**src/rtl/gain_latch_seq.sv**
```systemverilog
module gain_latch_seq #(
  parameter int GW = 4,
  parameter int CW = 8,
  parameter int STROBE_LEN = 2
) (
  input  logic          clk,
  input  logic          rst_n,
  input  logic          req_valid,
  input  logic [GW-1:0] req_gain,
  input  logic [CW-1:0] settle_len,
  output logic [GW-1:0] stage_bits,
  output logic          latch_en,
  output logic [GW-1:0] gain_out,
  output logic          busy
);
  localparam int SW = (STROBE_LEN < 2) ? 1 : $clog2(STROBE_LEN);

  typedef enum logic [1:0] {S_IDLE, S_STAGE, S_SETTLE, S_STROBE} state_t;

  state_t        state;
  logic [GW-1:0] req_q, tgt, stage, gain_q;
  logic [CW-1:0] wait_cnt;
  logic [SW-1:0] str_cnt;

  logic [GW-1:0] diff, low_bit;
  logic          renew, settled;

  assign diff    = stage ^ tgt;
  assign low_bit = diff & (~diff + {{(GW-1){1'b0}}, 1'b1});
  assign renew   = req_q != tgt;
  assign settled = ({1'b0, wait_cnt} + {{CW{1'b0}}, 1'b1}) >= {1'b0, settle_len};

  always_ff @(posedge clk or negedge rst_n) begin
    if (!rst_n) begin
      state    <= S_IDLE;
      req_q    <= '0;
      tgt      <= '0;
      stage    <= '0;
      gain_q   <= '0;
      wait_cnt <= '0;
      str_cnt  <= '0;
    end else begin
      if (req_valid) req_q <= req_gain;
      if (state == S_STROBE) gain_q <= stage;
      case (state)
        S_IDLE: begin
          if (req_q != gain_q) begin
            tgt   <= req_q;
            state <= S_STAGE;
          end
        end
        S_STAGE: begin
          if (renew) begin
            tgt <= req_q;
          end else if (diff != '0) begin
            stage <= stage ^ low_bit;
          end else begin
            wait_cnt <= '0;
            state    <= S_SETTLE;
          end
        end
        S_SETTLE: begin
          if (renew) begin
            tgt   <= req_q;
            state <= S_STAGE;
          end else if (settled) begin
            str_cnt <= '0;
            state   <= S_STROBE;
          end else begin
            wait_cnt <= wait_cnt + 1'b1;
          end
        end
        default: begin
          if (str_cnt == SW'(STROBE_LEN - 1)) state <= S_IDLE;
          else str_cnt <= str_cnt + 1'b1;
        end
      endcase
    end
  end

  assign stage_bits = stage;
  assign gain_out   = gain_q;
  assign latch_en   = state == S_STROBE;
  assign busy       = state != S_IDLE;
endmodule

```
**config.mk**
```make
export PLATFORM = sky130hd
export DESIGN_NAME = gain_latch_seq
export DESIGN_NICKNAME = d
export VERILOG_FILES = /design/src/rtl/gain_latch_seq.sv
export SDC_FILE = /design/constraint.sdc
export NUM_CORES = 1
export LEC_CHECK = 0
export BUFFER_PORTS_ARGS = -buffer_cell sky130_fd_sc_hd__buf_2
export CAP_MARGIN = 20
export CELL_PAD_IN_SITES_DETAIL_PLACEMENT = 1
export CELL_PAD_IN_SITES_GLOBAL_PLACEMENT = 1
export CORE_ASPECT_RATIO = 0.6
export CORE_UTILIZATION = 44
export DETAILED_ROUTE_END_ITERATION = 10
export PLACE_DENSITY_LB_ADDON = 0.1
export SLEW_MARGIN = 10
export SYNTH_ARGS = -nofsm -noshare
export SYNTH_HDL_FRONTEND = slang
export SYNTH_SLANG_ARGS = --single-unit
export TNS_END_PERCENT = 100
```
**constraint.sdc**
```tcl
create_clock -name clk -period 3.3 [get_ports clk]
set_clock_uncertainty 0.2 [all_clocks]
set_input_delay 0.66 -clock clk [delete_from_list [all_inputs] [get_ports clk]]
set_output_delay 0.66 -clock clk [all_outputs]
set_load 0.02 [all_outputs]
```
# After elaboration in Yosys (flattened, before gate mapping)
# Index checks and enable logic that the tools add are counted.
[totals] register_bits=27 in_bits=15 output_inout_bits=10
[op_classes] addsub=4 n_lt_le_gt_ge=1 eq_ne=13 muxes=19 bitwise=6 reduce_logical=13
[op_table] op="8-bit two-way mux" n=4
[op_table] op="8-bit one-hot mux with 2 select lines" n=1
[op_table] op="2-bit two-way mux" n=6
[op_table] op="2-bit != test, second input constant" n=6
[op_table] op="5-bit AND reduction" n=2
[op_table] op="8-bit by 1-bit adder with 9-bit output, second input constant" n=1
[op_table] op="9-bit by 8-bit >= comparator with 1-bit output" n=1
[op_table] op="3-bit AND reduction" n=3
[op_table] op="8-bit by 1-bit adder with 8-bit output, second input constant" n=1
[op_table] op="4-bit two-way mux" n=2
[op_table] op="4-bit != test" n=2
[op_table] op="4-bit one-hot mux with 2 select lines" n=1
[op_table] op="4-bit nonzero test" n=2
[op_table] op="4-bit XOR" n=2
[op_table] op="2-bit one-hot mux with 3 select lines" n=1
[op_table] op="2-bit nonzero test" n=3
[op_table] op="4-bit by 1-bit adder with 4-bit output, second input constant" n=1
[op_table] op="4-bit AND" n=1
[op_table] op="2-bit == test, second input constant" n=2
[op_table] op="4-bit inverter" n=1
[op_table] op="2-bit OR reduction" n=2
[op_table] op="1-bit two-way mux" n=3
[op_table] op="3-bit != test, second input constant" n=1
[op_table] op="2-bit by 1-bit == test with 1-bit output, second input constant" n=1
[op_table] op="5 further kinds" n=6

# Depth between registers and ports, before layout
[logic_depth] ltp_word=5 depth_mapped=14

# Worst setup path before layout
# OpenSTA, ideal clock, no wires.
[synth_timing] kind="register to register" startpoint="register wait_cnt[0]" endpoint="register wait_cnt[0]" setup_ns=0.125 arrival_ns=2.634 t_required_ns=2.975 setup_slack_ns=0.341 stages_incl_launch_ff=14 path_buffers=0 path_cell_list="dfrtp_1 ha_1 nand3_1 inv_1 nand3_1 or2_2 nand2_1 ha_1 a21oi_1 o22ai_1 nor3_1 nand2_1 a211o_1 mux2_2"
[synth_via] elab_chain_len=4
[synth_rtl] element="from (decl)" line="22" text="logic [CW-1:0] wait_cnt;"
[synth_rtl] element="from (signal assigned)" line="70" text="wait_cnt <= wait_cnt + 1'b1;"
[synth_rtl] element="8-bit by 1-bit adder with 9-bit output or 8-bit by 1-bit adder with 8-bit output (tied branches)" line="31, 70"
[synth_rtl] element="9-bit by 8-bit >= comparator with 1-bit output or 8-bit two-way mux (tied branches)" line="31, 66"
[synth_rtl] element="2-bit != test (no source line) or 8-bit two-way mux (tied branches)"
[synth_rtl] element="5-bit AND reduction (no source line) or 8-bit one-hot mux with 2 select lines (tied branches)"
# Parallel ways exist; a longest one is shown, timed or not. The select of a mux whose other input is x is not followed.
# A chain may end at the register's enable or synchronous reset.

# Worst setup path after layout
[layout_timing] startpoint="register wait_cnt[1]" endpoint="register wait_cnt[0]"
[layout_via] elab_chain_len=4
[layout_rtl] element="8-bit by 1-bit adder with 9-bit output" line="31" text="assign settled = ({1'b0, wait_cnt} + {{CW{1'b0}}, 1'b1}) >= {1'b0, settle_len};"
[layout_rtl] element="9-bit by 8-bit >= comparator with 1-bit output" line="31"
[layout_rtl] element="2-bit != test (no source line)"
[layout_rtl] element="5-bit AND reduction (no source line)"
# Every way passes these cells.

==> impl_metrics.py <==
metrics = {
    "timing": {
        "slew_headroom_pct": 48.11,
        "tightest_slew_ns": 0.7737,
        "slew_viol_final": 0,
        "clock.fmax_mhz": 325.6,
        "period_needed_ns": 3.071,
        "fin_setup_tns_ns": 0,
        "rsz0062_at_grt": "false",
        "setup_viol": 0,
        "hold_viol": 0,
        "whs_ns": 0.1735,
        "timing.final.crit_share_pct": 93.06,
    },
    "place": {
        "place.gp.congestion": 0.7942,
        "dpl.hpwl_um": 3321,
        "numPortBuffers": 24,
    },
    "synthesis": {
        "yosys-top-cells-area": "dfrtp_1 (40%), mux2_2 (11%), ha_1 (9.7%), xor2_1 (5.7%), inv_1 (3.1%)",
        "yosys_warnings": 0,
        "synth-async-reset-ratio_pct": 100.0,
        "ys_seq_elements": 27,
        "yosysTopAreaCell": "dfrtp_1",
        "yosysSeqAreaShare_pct": 40.30,
        "ys.flop_type": "dfrtp_1",
        "yosys-top-cells-count": "dfrtp_1 (27), mux2_2 (17), inv_1 (14)",
        "avgSynthCellArea_um2": 10.82,
        "postSynthCellCount": 155,
        "synth_top_cell_area_share_pct": 40.30,
        "yosysMostFrequentCell": "dfrtp_1",
        "post_synth_mux_area_share_pct": 11.42,
        "synthXorXnorAreaFrac_pct": 8.358,
        "synth-compound-area-share_pct": 13.06,
        "synth.distinct_cells": 38,
        "synthSimpleGateAreaFrac_pct": 13.58,
        "synth_nets": 183,
        "synth_edf_count": 0,
        "synthAdderAreaFrac_pct": 9.701,
        "netlist_area_um2": 1677,
        "synth_top_family_by_area": "simple AND/OR/NAND/NOR gates",
    },
    "setup_path": {
        "worst_ep_arrival_time_ns": 3.04,
        "required_ns": 3.27,
        "start_kind": "flop",
        "worstPathCellList": "ha_2 > nand3_1 > inv_1 > nand3_1 > or2_2 > nand2_1 > ha_1 > a21oi_1 > o22ai_1 > nor3_2 > nand2_1 > a211o_4 > mux2_2",
        "max_stage_delay_ns": 0.41,
        "critPathTopFamily": "simple AND/OR/NAND/NOR gates",
        "path_max_fanout": 8,
        "critPathSlowestCell": "a211o_4",
        "critical_path_class": "flop to flop",
        "path_buf_inv": 1,
        "cp-end-kind": "flop",
    },
    "power_and_ir_drop": {
        "ir_drop_v": 0.0004168,
        "p_leak_nw": 0.9754,
        "powerDensity_nw_per_um2": 765.0,
    },
    "floorplanning": {
        "coreArea_um2": 3443,
        "dieArea_um2": 4069,
        "io_pins": 25,
        "rows": 16,
        "die_h_um": 49.82,
        "start_util_pct": 48.69,
        "die_x_um": 81.69,
    },
    "cts": {
        "ctsHtreeMaxLevel": 1,
        "clock-sinks": 27,
        "cts_tree": "yes",
        "cts_made_buffers": 3,
        "hold_buffers": 0,
        "clock_latency_ns": 0.28,
        "cts_buffer_depth": 2,
        "cts-root-buf": "clkbuf_8",
        "path_clk_slew_ns": 0.10,
    },
    "route": {
        "ant_nets": 0,
        "drc": 0,
        "dr_wl_met2_um": 1919,
        "drt_iter0_markers": 39,
        "viasPerCell": 5.478,
        "first_pass_iters": 4,
        "top_layer": "met4",
        "dr_wl_met3_um": 120,
        "drt_wl_total_um": 4117,
        "vias": 1260,
        "drt-met1-wl_um": 2072,
        "wl_per_cell_um": 17.90,
    },
    "final_layout": {
        "multi_input_area_um2": 957.2,
        "seq_area_um2": 675.6,
        "nets": 214,
        "fillCellCount": 383,
        "num_antenna_cells": 0,
        "drive_gt1_share_pct": 32.97,
        "area_growth_pct": 15.30,
    },
    "global_routing": {
        "grt-ovfl-total": 0,
        "grt_usage_pct": 22.25,
        "grt_pass1_wl_um": 6568,
        "grt_pass1_vias": 1255,
        "grt_max_degree": 28,
        "antenna_found_initial": 0,
    },
    "worst_hold_path": {
        "hold_class": "primary input to async pin",
    },
    "flow_run": {
        "maxCapViolCount": 0,
    },
    "status": {
        "status": "complete, no violations",
    },
}
[worst paths after layout]
kind | from | to | slack [ns] | cells past startpoint
setup reg to reg | wait_cnt[1] | wait_cnt[0] | 0.23 | 13
setup / recovery | wait_cnt[1] | wait_cnt[0] | 0.23 | 13
hold reg to reg | str_cnt | str_cnt | 0.33 | 1
hold / removal | rst_n | gain_out[3] | 0.17 | 1
min in group clk | str_cnt | str_cnt | 0.33 | 1
max in group asynchronous | rst_n | gain_out[0] | 2.32 | 1
[metrics by stage]
| step | util [%] | instance area (um^2) | total power [mW] | worst slack [ns] | instances |
|---|---|---|---|---|---|
| floorplan | - | 1677 | 1.054 | 0.3411 | 155 |
| global placement | 54.03 | 1861 | 1.220 | 0.1757 | 225 |
| detailed placement | 54.03 | 1861 | 1.275 | 0.01090 | 225 |
| CTS | 55.49 | 1911 | 1.470 | 0.01677 | 229 |
| global route | 56.14 | 1933 | 1.578 | 0.01204 | 230 |
| finish | 56.14 | 1933 | 1.479 | 0.2291 | 230 |
[cells by family after synthesis]
family                   after synthesis
AND/OR/NAND/NOR                       40
multiplexers                          17
adder cells (fa/ha/maj)               13
buffers and inverters                 15
flip-flops                            27
XOR/XNOR                              16
AO/OA/AOI/OAI                         27
[worst register-to-register path: stages, from the launching register on]
cell and delay [ns]:
dfrtp_1 0.40, ha_2 0.23, nand3_1 0.12, inv_1 0.07, nand3_1 0.09, or2_2 0.29
nand2_1 0.08, ha_1 0.24, a21oi_1 0.14, o22ai_1 0.11, nor3_2 0.17, nand2_1 0.14
a211o_4 0.41, mux2_2 0.27
[routing by layer]
layer	GRT usage, %	vias up
li1	-	605
met1	31.93	629
met2	35.00	24
met3	4.630	2
met4	3.509	0
met5	0	-
[timing repair]
item | in CTS | in global routing
pin swaps | 0 | 0
gates resized for setup | 1 | 3
buffers inserted | 0 | 1
setup endpoints to repair | 1 | 8
hold endpoints to repair | 0 | 0
[cell usage in the layout (no fill, tap or decap), types with 2 or more instances in the layout]
cell,netlist,layout
buf_2,0,24
o21ai_0,2,2
nand2_1,6,6
nand4_1,2,2
nor2_1,8,8
a21oi_1,4,4
xnor2_1,5,5
a21o_1,3,3
or2_2,2,2
ha_1,13,12
clkbuf_8,0,3
a21oi_2,2,2
a22o_1,4,4
xor2_1,11,11
inv_1,14,14
nand3_1,9,9
buf_4,1,3
mux2_2,17,17
nand2b_1,2,2
dfrtp_1,27,27
nor3_1,3,2
[report_power, final]
part / internal (mW) / switching [mW]
Sequential: 0.425 / 0.128
Combinational: 0.325 / 0.402
Clock: 0.0859 / 0.112
Total: 0.836 / 0.643
[final cells by class]
class | instances | share of cell area (%)
clock buffers | 3 | 2.136
clock inverters | 1 | 0.3884
inverters | 14 | 2.718
multi-input cells | 113 | 49.51
flip-flops and latches | 27 | 34.95
well taps | 45 | 2.913
repair buffers | 27 | 7.379
Power figures use the tool's default switching activity.
